--- src/rtl/bank_alloc_pkg.sv ---
// Package: shared helpers for the bank write allocator.
// Assumes: sizes are passed as positive integers.
package bank_alloc_pkg;
    // Bits needed to index n items, never less than one.
    function automatic int idx_bits(input int n);
        return (n > 1) ? $clog2(n) : 1;
    endfunction
endpackage

--- src/rtl/bank_min_pick.sv ---
// Module: bank_min_pick
// Finds the eligible bank with the smallest fill counter. Ties go to the
// lowest bank number.
// Assumes: occ_flat packs bank b at [b*OCC_W +: OCC_W].
module bank_min_pick #(
    parameter int NUM_BANKS = 6,
    parameter int OCC_W     = 4,
    parameter int IDX_W     = 3
) (
    input  logic [NUM_BANKS-1:0]       elig,
    input  logic [NUM_BANKS*OCC_W-1:0] occ_flat,
    output logic                       found,
    output logic [IDX_W-1:0]           idx
);
    logic [OCC_W-1:0] best_occ;

    // Linear scan; strict less-than keeps the lowest index on ties.
    always_comb begin
        found    = 1'b0;
        idx      = '0;
        best_occ = '0;
        for (int b = 0; b < NUM_BANKS; b++) begin
            if (elig[b] && (!found || occ_flat[b*OCC_W +: OCC_W] < best_occ)) begin
                found    = 1'b1;
                idx      = IDX_W'(b);
                best_occ = occ_flat[b*OCC_W +: OCC_W];
            end
        end
    end
endmodule

--- src/rtl/alloc_chain.sv ---
// Module: alloc_chain
// Serves ports in ascending order. Each stage picks from the banks left
// over by the stages before it.
// Assumes: base_elig already excludes banks that are being read or are full.
module alloc_chain #(
    parameter int NUM_PORTS = 4,
    parameter int NUM_BANKS = 6,
    parameter int OCC_W     = 4,
    parameter int IDX_W     = 3
) (
    input  logic [NUM_PORTS-1:0]       arr_valid,
    input  logic [NUM_BANKS-1:0]       base_elig,
    input  logic [NUM_BANKS*OCC_W-1:0] occ_flat,
    output logic [NUM_PORTS-1:0]       gnt,
    output logic [NUM_PORTS*IDX_W-1:0] gnt_bank,
    output logic [NUM_PORTS-1:0]       drp,
    output logic [NUM_BANKS-1:0]       wr_mask
);
    localparam logic [NUM_BANKS-1:0] ONE = {{(NUM_BANKS-1){1'b0}}, 1'b1};

    logic [NUM_BANKS-1:0] avail [NUM_PORTS+1];

    assign avail[0] = base_elig;

    for (genvar p = 0; p < NUM_PORTS; p++) begin : g_port
        logic             found;
        logic [IDX_W-1:0] idx;

        bank_min_pick #(
            .NUM_BANKS(NUM_BANKS), .OCC_W(OCC_W), .IDX_W(IDX_W)
        ) i_pick (
            .elig(avail[p]), .occ_flat(occ_flat), .found(found), .idx(idx)
        );

        // Grant, drop and removal of the chosen bank for later ports.
        always_comb begin
            gnt[p]                      = arr_valid[p] && found;
            drp[p]                      = arr_valid[p] && !found;
            gnt_bank[p*IDX_W +: IDX_W]  = found ? idx : '0;
            avail[p+1]                  = gnt[p] ? (avail[p] & ~(ONE << idx)) : avail[p];
        end
    end

    // Banks taken in this slot.
    assign wr_mask = base_elig & ~avail[NUM_PORTS];
endmodule

--- src/rtl/occ_bank_counters.sv ---
// Module: occ_bank_counters
// One fill counter per bank. A write adds one; a read subtracts one unless
// the bank is already empty.
// Assumes: write and read never target the same bank in one slot.
module occ_bank_counters #(
    parameter int NUM_BANKS = 6,
    parameter int DEPTH     = 8,
    parameter int OCC_W     = 4
) (
    input  logic                       clk,
    input  logic                       rst_n,
    input  logic [NUM_BANKS-1:0]       wr,
    input  logic [NUM_BANKS-1:0]       rd,
    output logic [NUM_BANKS*OCC_W-1:0] occ_flat,
    output logic [NUM_BANKS-1:0]       full
);
    for (genvar b = 0; b < NUM_BANKS; b++) begin : g_bank
        logic [OCC_W-1:0] cnt;

        // Counter update at the slot boundary.
        always_ff @(posedge clk) begin
            if (!rst_n)                  cnt <= '0;
            else if (wr[b])              cnt <= cnt + 1'b1;
            else if (rd[b] && cnt != '0) cnt <= cnt - 1'b1;
        end

        assign occ_flat[b*OCC_W +: OCC_W] = cnt;
        assign full[b] = (cnt == OCC_W'(DEPTH));
    end
endmodule

--- src/rtl/bank_write_alloc.sv ---
// Module: bank_write_alloc (top)
// Places each arriving cell in the least-filled bank that is not being read,
// not full and not already taken this slot. Results are registered.
// Assumes: rd_busy marks the banks read in the same slot as arr_valid.
module bank_write_alloc
    import bank_alloc_pkg::*;
#(
    parameter int NUM_PORTS = 4,
    parameter int NUM_BANKS = 6,
    parameter int DEPTH     = 8,
    parameter int IDX_W     = idx_bits(NUM_BANKS),
    parameter int OCC_W     = $clog2(DEPTH + 1)
) (
    input  logic                       clk,
    input  logic                       rst_n,
    input  logic [NUM_PORTS-1:0]       arr_valid,
    input  logic [NUM_BANKS-1:0]       rd_busy,
    output logic [NUM_PORTS-1:0]       grant_valid,
    output logic [NUM_PORTS*IDX_W-1:0] grant_bank,
    output logic [NUM_PORTS-1:0]       drop,
    output logic [NUM_BANKS*OCC_W-1:0] occ_out
);
    logic [NUM_BANKS-1:0]       full;
    logic [NUM_BANKS-1:0]       wr_mask;
    logic [NUM_PORTS-1:0]       gnt_c;
    logic [NUM_PORTS-1:0]       drp_c;
    logic [NUM_PORTS*IDX_W-1:0] bank_c;

    occ_bank_counters #(
        .NUM_BANKS(NUM_BANKS), .DEPTH(DEPTH), .OCC_W(OCC_W)
    ) i_cnt (
        .clk(clk), .rst_n(rst_n), .wr(wr_mask), .rd(rd_busy),
        .occ_flat(occ_out), .full(full)
    );

    alloc_chain #(
        .NUM_PORTS(NUM_PORTS), .NUM_BANKS(NUM_BANKS), .OCC_W(OCC_W), .IDX_W(IDX_W)
    ) i_chain (
        .arr_valid(arr_valid), .base_elig(~rd_busy & ~full), .occ_flat(occ_out),
        .gnt(gnt_c), .gnt_bank(bank_c), .drp(drp_c), .wr_mask(wr_mask)
    );

    // Register the placement result at the slot boundary.
    always_ff @(posedge clk) begin
        if (!rst_n) begin
            grant_valid <= '0;
            grant_bank  <= '0;
            drop        <= '0;
        end else begin
            grant_valid <= gnt_c;
            grant_bank  <= bank_c;
            drop        <= drp_c;
        end
    end
endmodule

--- config.mk ---
export PLATFORM = sky130hd
export DESIGN_NAME = bank_write_alloc
export DESIGN_NICKNAME = d
export VERILOG_FILES = /design/src/rtl/bank_alloc_pkg.sv /design/src/rtl/bank_min_pick.sv /design/src/rtl/alloc_chain.sv /design/src/rtl/occ_bank_counters.sv /design/src/rtl/bank_write_alloc.sv
export SDC_FILE = /design/constraint.sdc
export NUM_CORES = 1
export LEC_CHECK = 0
export BUFFER_PORTS_ARGS = -buffer_cell sky130_fd_sc_hd__buf_2
export CORE_MARGIN = 5
export CORE_UTILIZATION = 65
export DETAILED_ROUTE_END_ITERATION = 7
export GPL_ROUTABILITY_DRIVEN = 0
export PLACE_DENSITY = 0.86
export RECOVER_POWER = 25
export SYNTH_ARGS = -nofsm -noshare
export SYNTH_HDL_FRONTEND = slang
export SYNTH_SLANG_ARGS = --single-unit
--- constraint.sdc ---
create_clock -name clk -period 71.1 [get_ports clk]
set_input_delay 7.11 -clock clk [delete_from_list [all_inputs] [get_ports clk]]
set_output_delay 7.11 -clock clk [all_outputs]
set_load 0.03 [all_outputs]
=== After elaboration in Yosys (flattened, before gate mapping) ===
Index checks and enable logic that the tools add are counted.
W data, S select, Z words.

* Register bits after elaboration: 44
* Output and inout port bits: 44
* Input bits: 12
* Memories kept: 0
* Bits in writable memories: 0
* Latch bits: 0
* Word-level logic and storage cells: 241
* Bits in read-only memories: 0

* Reduce and logical (&&, ||, !) cells: 94
* Shifts and indexed selects: 4
* Multiply operators: 0
* Equal/unequal tests: 6
* Bitwise operators: 13
* Multiplexer cells: 80
* $lt $le $gt $ge: 20
* Div/mod/pow operators: 0
* Add/sub/neg operators: 12

{| class="wikitable"
|+ Operator list
! operator !! number
|-
| $mux W4 || 32
|-
| $lt A4 B4 Y1 || 20
|-
| $mux W3 || 16
|-
| $not A6 Y6 || 7
|-
| $and A6 B6 Y6 || 6
|-
| $logic_and A1 B1 Y1 || 34
|-
| $mux W1 || 28
|-
| $add A4 B1 Y4 const B || 6
|-
| $eq A4 B4 Y1 const B || 6
|-
| $logic_not A1 Y1 || 24
|-
| $mux W6 || 4
|-
| $reduce_bool A4 Y1 || 6
|-
| $shl A1 B3 Y6 const A || 4
|-
| $sub A4 B1 Y4 const B || 6
|-
| $logic_or A1 B1 Y1 || 20
|-
| $reduce_bool A2 Y1 || 6
|-
| $reduce_and A2 Y1 || 4
|}

=== Longest topological paths before layout ===
* Word-level depth: 106
* Gate-level depth with buffers: 179

=== Cells and area by module ===
Synthesis repeated with hierarchy kept, for this count alone.

* Cell total of the unflattened synthesis: 759
* Area total of the unflattened synthesis: 6140.9 µm²

{| class="wikitable"
|+ By module, submodules not included
! module !! times used !! cells each !! sequential area each (µm²) !! area each (µm²)
|-
| bank_min_pick (i_chain.g_port[0].i_pick ...) || 3 || 111 || 0.0 || 833.3
|-
| occ_bank_counters || 1 || 172 || 480.5 || 1674.1
|-
| bank_min_pick (i_chain.g_port[1].i_pick) || 1 || 113 || 0.0 || 833.3
|-
| bank_write_alloc || 1 || 48 || 400.4 || 584.3
|-
| alloc_chain || 1 || 93 || 0.0 || 549.3
|}

=== Least setup slack after synthesis ===
OpenSTA, ideal clock, no wires.

* Kind: input port to flip-flop
* Start point: input rd_busy[0]
* End point: register i_cnt.g_bank[3].cnt[3]
* Path slack: 34.189 ns
* Stages: 169
* Path buffers: 7
* Data arrival time: 36.851 ns
* Cells stage by stage: buf_2 nor2_1 nand2_1 ha_1 a21oi_1 o21ai_1 a21oi_1 buf_2 nand2_1 o21ai_0 inv_1 ha_1 and3_1 nand2_1 a211o_1 nand4_4 mux2i_1 ha_1 (+133 left out) a22oi_1 a31oi_4 clkinv_1 nor2_1 a21oi_1 ha_1 a21o_1 a21oi_1 o211ai_1 a41oi_1 nand2b_1 ha_1 a21o_1 a21oi_1 a31oi_1 o31a_1 a31oi_1 and3_1

* Word-level cells in the longest chain between the ends: 105
* Elaborated cells between the ends (all ways): 170

{| class="wikitable"
|+ RTL lines
! item !! line !! text
|-
| start, declared || bank_write_alloc.sv:17 || <nowiki>input logic [NUM_BANKS-1:0] rd_busy,</nowiki>
|-
| $not A6 Y6 (*) || bank_write_alloc.sv:39 || <nowiki>.arr_valid(arr_valid), .base_elig(~rd_busy & ~full), .occ_flat(occ_out),</nowiki>
|-
| $and A6 B6 Y6 (*) || bank_write_alloc.sv:39 ||
|-
| $mux W4 / $mux W1 (equally long branches) || bank_min_pick.sv:23 || <nowiki>if (elig[b] && (!found || occ_flat[b*OCC_W +: OCC_W] < best_occ)) begin</nowiki>
|-
| $lt A4 B4 Y1 / $logic_not A1 Y1 (equally long branches) || bank_min_pick.sv:23 ||
|-
| $logic_or A1 B1 Y1 || bank_min_pick.sv:23 ||
|-
| $logic_and A1 B1 Y1 || bank_min_pick.sv:23 ||
|-
| $mux W4 / $mux W1 (equally long branches) || bank_min_pick.sv:23 ||
|-
| $lt A4 B4 Y1 / $logic_not A1 Y1 (equally long branches) || bank_min_pick.sv:23 ||
|-
| (+89 left out) || -- ||
|-
| $mux W3 || bank_min_pick.sv:23 ||
|-
| $shl A1 B3 Y6 || alloc_chain.sv:40 || <nowiki>avail[p+1] = gnt[p] ? (avail[p] & ~(ONE << idx)) : avail[p];</nowiki>
|-
| $not A6 Y6 || alloc_chain.sv:40 ||
|-
| $and A6 B6 Y6 || alloc_chain.sv:40 ||
|-
| $mux W6 (*) || alloc_chain.sv:40 ||
|-
| $not A6 Y6 (*) || alloc_chain.sv:45 || <nowiki>assign wr_mask = base_elig & ~avail[NUM_PORTS];</nowiki>
|-
| $and A6 B6 Y6 (*) || alloc_chain.sv:45 ||
|-
| $mux W4 / $reduce_bool A2 Y1 (equally long branches) || -- ||
|-
| end signal, assigned || occ_bank_counters.sv:23 || <nowiki>else if (wr[b]) cnt <= cnt + 1'b1;</nowiki>
|-
| end signal, assigned || occ_bank_counters.sv:24 || <nowiki>else if (rd[b] && cnt != '0) cnt <= cnt - 1'b1;</nowiki>
|-
| end, declared || occ_bank_counters.sv:18 || <nowiki>logic [OCC_W-1:0] cnt;</nowiki>
|}

Every way passes the cells marked *; elsewhere a longest branch is shown, timed or not.
A chain may end at the register's enable or synchronous reset.

=== Worst setup path after layout ===
Ends and elaborated chain as after synthesis.

==> run_results.csv <==
group,metric,value,unit
job,maxCapViolations,0,
synth,synth_top_cells_by_area,"sky130_fd_sc_hd__ha_1 14%, sky130_fd_sc_hd__dfxtp_1 14%, sky130_fd_sc_hd__a21oi_1 5.0%, sky130_fd_sc_hd__nor2_1 4.4%, sky130_fd_sc_hd__mux2i_1 4.1%",
outcome,outcome,"finished clean",
clocking,h_tree_lvls,2,
synth,yosys.cell_count.top_type,"sky130_fd_sc_hd__nor2_1",
setup_path,max_stage_delay,0.90,ns
die,die_height,109,um
detailed_routing,drtPass1Iterations,7,
die,design.core.area,9680,um^2
setup_path,critical_path.startpoint_type,"input port",
final_layout,area_delta_synth_final,7.50,%
global_route,via_count_of_the_first_global_routing_pass,6779,
synth,ys_dominant_reg_cell,"sky130_fd_sc_hd__dfxtp_1",
global_route,grt_max_degree,26,
setup_path,crit_fanout,16,
final_layout,nNetsFinal,946,
final_layout,register_area,881,um^2
die,start_util,66.2,%
setup_path,setup.worst_path.end,"i_cnt.g_bank[3].cnt[3]$_SDFFE_PN0P_",
setup_path,crit_slowest_cell,"sky130_fd_sc_hd__a31oi_1",
clocking,cts.repair.resized,0,
clocking,cts.repair_timing.setup_buffer_count,0,
sta,post_route_skew,0.00982,ns
synth,post-synth-top-area-fraction,14.1,%
clocking,cts_tree,"yes",
global_route,grt_antenna_before_repair,0,
global_route,gr-total-overflow,0,
detailed_routing,vias_per_cell,7.13,
setup_path,reg2reg_depth,162,
setup_path,critical_path.reg2reg.startpoint,"i_cnt.g_bank[0].cnt[0]$_SDFFE_PN0P_",
final_layout,insertedDiodeCount,0,
synth,syn_inst,809,
detailed_routing,post_drt_wl_per_cell,20.2,um
synth,synth_edf_count,0,
synth,syn-num-nets,899,
sta,achievable_clock_frequency,23.4,MHz
global_route,wire_length_of_the_first_global_routing_pass,32.1,mm
clocking,clockRootBuffer,"sky130_fd_sc_hd__clkbuf_8",
synth,postSynthAreaPerCell,7.92,um^2
detailed_routing,detailedRoute.firstIterationViolations,983,
die,io-pin-count,56,
detailed_routing,final_antenna_net_count,0,
final_layout,area_of_the_multi_input_gates,5270,um^2
sta,post-route-period-util,60.2,%
sta,finalMaxSlewViolations,0,
setup_path,path_class,"in2reg",
synth,synthTopCellsByCount,"75 x sky130_fd_sc_hd__nor2_1, 72 x sky130_fd_sc_hd__ha_1, 64 x sky130_fd_sc_hd__a21oi_1",
synth,synthDistinctLibCells,102,
placed_design,io_buffers,55,
sta,worst_slew_margin_rel,19.3,%
synth,count_of_warnings_emitted_by_yosys,0,
sta,setup_viol,0,
final_layout,n_fill_cell,793,
sta,post_layout_minimum_cycle_time,42.79,ns
setup_path,timing.rr.end,"i_cnt.g_bank[3].cnt[3]$_SDFFE_PN0P_",
clocking,number_of_buffers_inserted_during_clock_tree_synthesis,5,
placed_design,detailed_place_hpwl,15.4,mm
hold_path,worstHoldPathType,"reg2reg",
synth,synthesis.area,6410,um^2
setup_path,crit_path_most_repeated_cell,"sky130_fd_sc_hd__ha_1",
detailed_routing,drc,0,
clocking,clk-insertion-delay-late,0.33,ns
die,die_w,109,um
detailed_routing,route.vias.total,7054,
clocking,cts_num_sinks,44,
sta,worst-slew-pin-transition,1.21,ns
clocking,cts_hold_buffers,0,
synth,synth.ff_latch_count,44,
setup_path,setup.worst_path.end_class,"register",
setup_path,timing.critical_path.required,71.37,ns
die,fp-row-count,36,
clocking,clkTransAtPathRegs,0.10,ns
die,die-area,11900,um^2
clocking,buffer_depth_of_the_longest_clock_path,2,
sta,final-hold-violation-count,0,
final_layout,ratio_of_cells_with_drive_above_1_in_the_final_layout,13.8,%
sta,rsz0062_at_grt,"false",
setup_path,worstSetupStartpoint,"rd_busy[0]",
setup_path,worstPathArrival,43.06,ns
synth,synth_area_leader_cell,"sky130_fd_sc_hd__ha_1",
synth,synth-seq-area-share,13.7,%
detailed_routing,drt_wl_total,20.0,mm
sta,timing.setup.tns,0,ns
global_route,groute.usage.overall,33.4,%
setup_path,setup.reg_to_reg.worst_slack,34.45,ns
synth,synthArstFlopShare,0,%
hold_path,hold-path-cell-count,2,
-- layout by cell type (no fill, tap or decap), types with 7 or more instances in the layout --
cell type,Yosys,routed
sky130_fd_sc_hd__o31a_1,8,8
sky130_fd_sc_hd__a21oi_1,64,64
sky130_fd_sc_hd__dfxtp_1,44,44
sky130_fd_sc_hd__o21ai_2,7,7
sky130_fd_sc_hd__buf_4,2,7
sky130_fd_sc_hd__o21ai_1,13,13
sky130_fd_sc_hd__and3_1,11,11
sky130_fd_sc_hd__buf_2,3,33
sky130_fd_sc_hd__nand2_1,57,57
sky130_fd_sc_hd__o21a_1,19,19
sky130_fd_sc_hd__a21o_1,28,28
sky130_fd_sc_hd__or3_1,8,8
sky130_fd_sc_hd__ha_1,72,72
sky130_fd_sc_hd__a31oi_1,17,17
sky130_fd_sc_hd__o21ai_0,42,42
sky130_fd_sc_hd__a211oi_1,12,12
sky130_fd_sc_hd__nor2_1,75,75
sky130_fd_sc_hd__nand2b_1,13,13
sky130_fd_sc_hd__o211ai_1,11,11
sky130_fd_sc_hd__clkbuf_1,15,22
sky130_fd_sc_hd__xnor2_1,11,11
sky130_fd_sc_hd__mux2i_1,26,26
sky130_fd_sc_hd__nor3_1,14,14
sky130_fd_sc_hd__nand3_1,24,24
sky130_fd_sc_hd__inv_1,41,41
sky130_fd_sc_hd__and2_1,8,8
sky130_fd_sc_hd__or2_2,8,8
-- routing by layer --
| layer | GRT usage, % | vias up | part of all wire, % | wire length, um |
|---|---|---|---|---|
| met3 | 6.87 | 91 | 10 | 2070 |
| li1 | - | 3214 | - | - |
| met5 | 0 | - | 0 | 0 |
| met1 | 41.1 | 3310 | 39 | 7860 |
| met4 | 14.5 | 0 | 3.6 | 724 |
| met2 | 56.5 | 439 | 47 | 9330 |
-- layout make-up --
type                    instances  share of cell area, %
well taps                     133                   2.42
multi-input cells             701                   76.5
clock inverters                 3                  0.672
flip-flops and latches         44                   12.8
inverters                      42                   2.29
repair buffers                 62                   4.36
clock buffers                   5                  0.999
-- sequential cells by signal, summed over array words and instances (netlist names) --
signal and count:
grant_valid 4, grant_bank 12, drop 4, i_cnt.g_bank.cnt 24
-- worst max-delay path, delay by kind of cell --
kind	cells	cell delay (ns)
compound gates	82	19.42
fa+ha+maj	21	6.34
buf+inv	12	1.14
mux	5	1.21
simple gates	42	7.72
-- kinds of logic (layout without fill, tap and decap cells) --
| group | count (synthesis) | after routing | synth area share [%] |
|---|---|---|---|
| XOR/XNOR | 13 | 13 | 1.78 |
| adder cells (fa/ha/maj) | 78 | 78 | 15.9 |
| flip-flops | 44 | 44 | 13.7 |
| AND/OR/NAND/NOR | 257 | 257 | 21.0 |
| buffers and inverters | 64 | 112 | 4.04 |
| multiplexers | 29 | 29 | 4.76 |
| AO/OA/AOI/OAI | 324 | 324 | 38.7 |
-- stage by stage --
| step | instances | util, % | setup slack (ns) | hold WS, ns | instance area [um^2] |
|---|---|---|---|---|---|
| after detailed placement | 982 | 70.2 | 29.10 | 0.632 | 6800 |
| after CTS | 990 | 71.4 | 29.26 | 0.649 | 6920 |
| after global placement | 982 | 70.2 | 30.33 | 0.599 | 6800 |
| final | 990 | 71.1 | 28.31 | 0.658 | 6890 |
| after floorplan | 809 | - | 34.19 | 0.697 | 6410 |
| after global routing | 990 | 71.1 | 25.52 | 0.667 | 6890 |
-- how the worst min path moves through the flow --
stage / from / to
2_1_floorplan: i_cnt.g_bank[0].cnt[2]$_SDFFE_PN0P_ / i_cnt.g_bank[0].cnt[2]$_SDFFE_PN0P_
3_3_place_gp: i_cnt.g_bank[0].cnt[3]$_SDFFE_PN0P_ / i_cnt.g_bank[0].cnt[3]$_SDFFE_PN0P_
3_5_place_dp: i_cnt.g_bank[0].cnt[3]$_SDFFE_PN0P_ / i_cnt.g_bank[0].cnt[3]$_SDFFE_PN0P_
4_1_cts: i_cnt.g_bank[0].cnt[3]$_SDFFE_PN0P_ / i_cnt.g_bank[0].cnt[3]$_SDFFE_PN0P_
5_1_grt: i_cnt.g_bank[0].cnt[2]$_SDFFE_PN0P_ / i_cnt.g_bank[0].cnt[2]$_SDFFE_PN0P_
6_report: i_cnt.g_bank[0].cnt[2]$_SDFFE_PN0P_ / i_cnt.g_bank[0].cnt[2]$_SDFFE_PN0P_
Power is left out: the tool's default activity adds up to more than one toggle a clock period on the data nets, which glitch-free logic cannot reach.
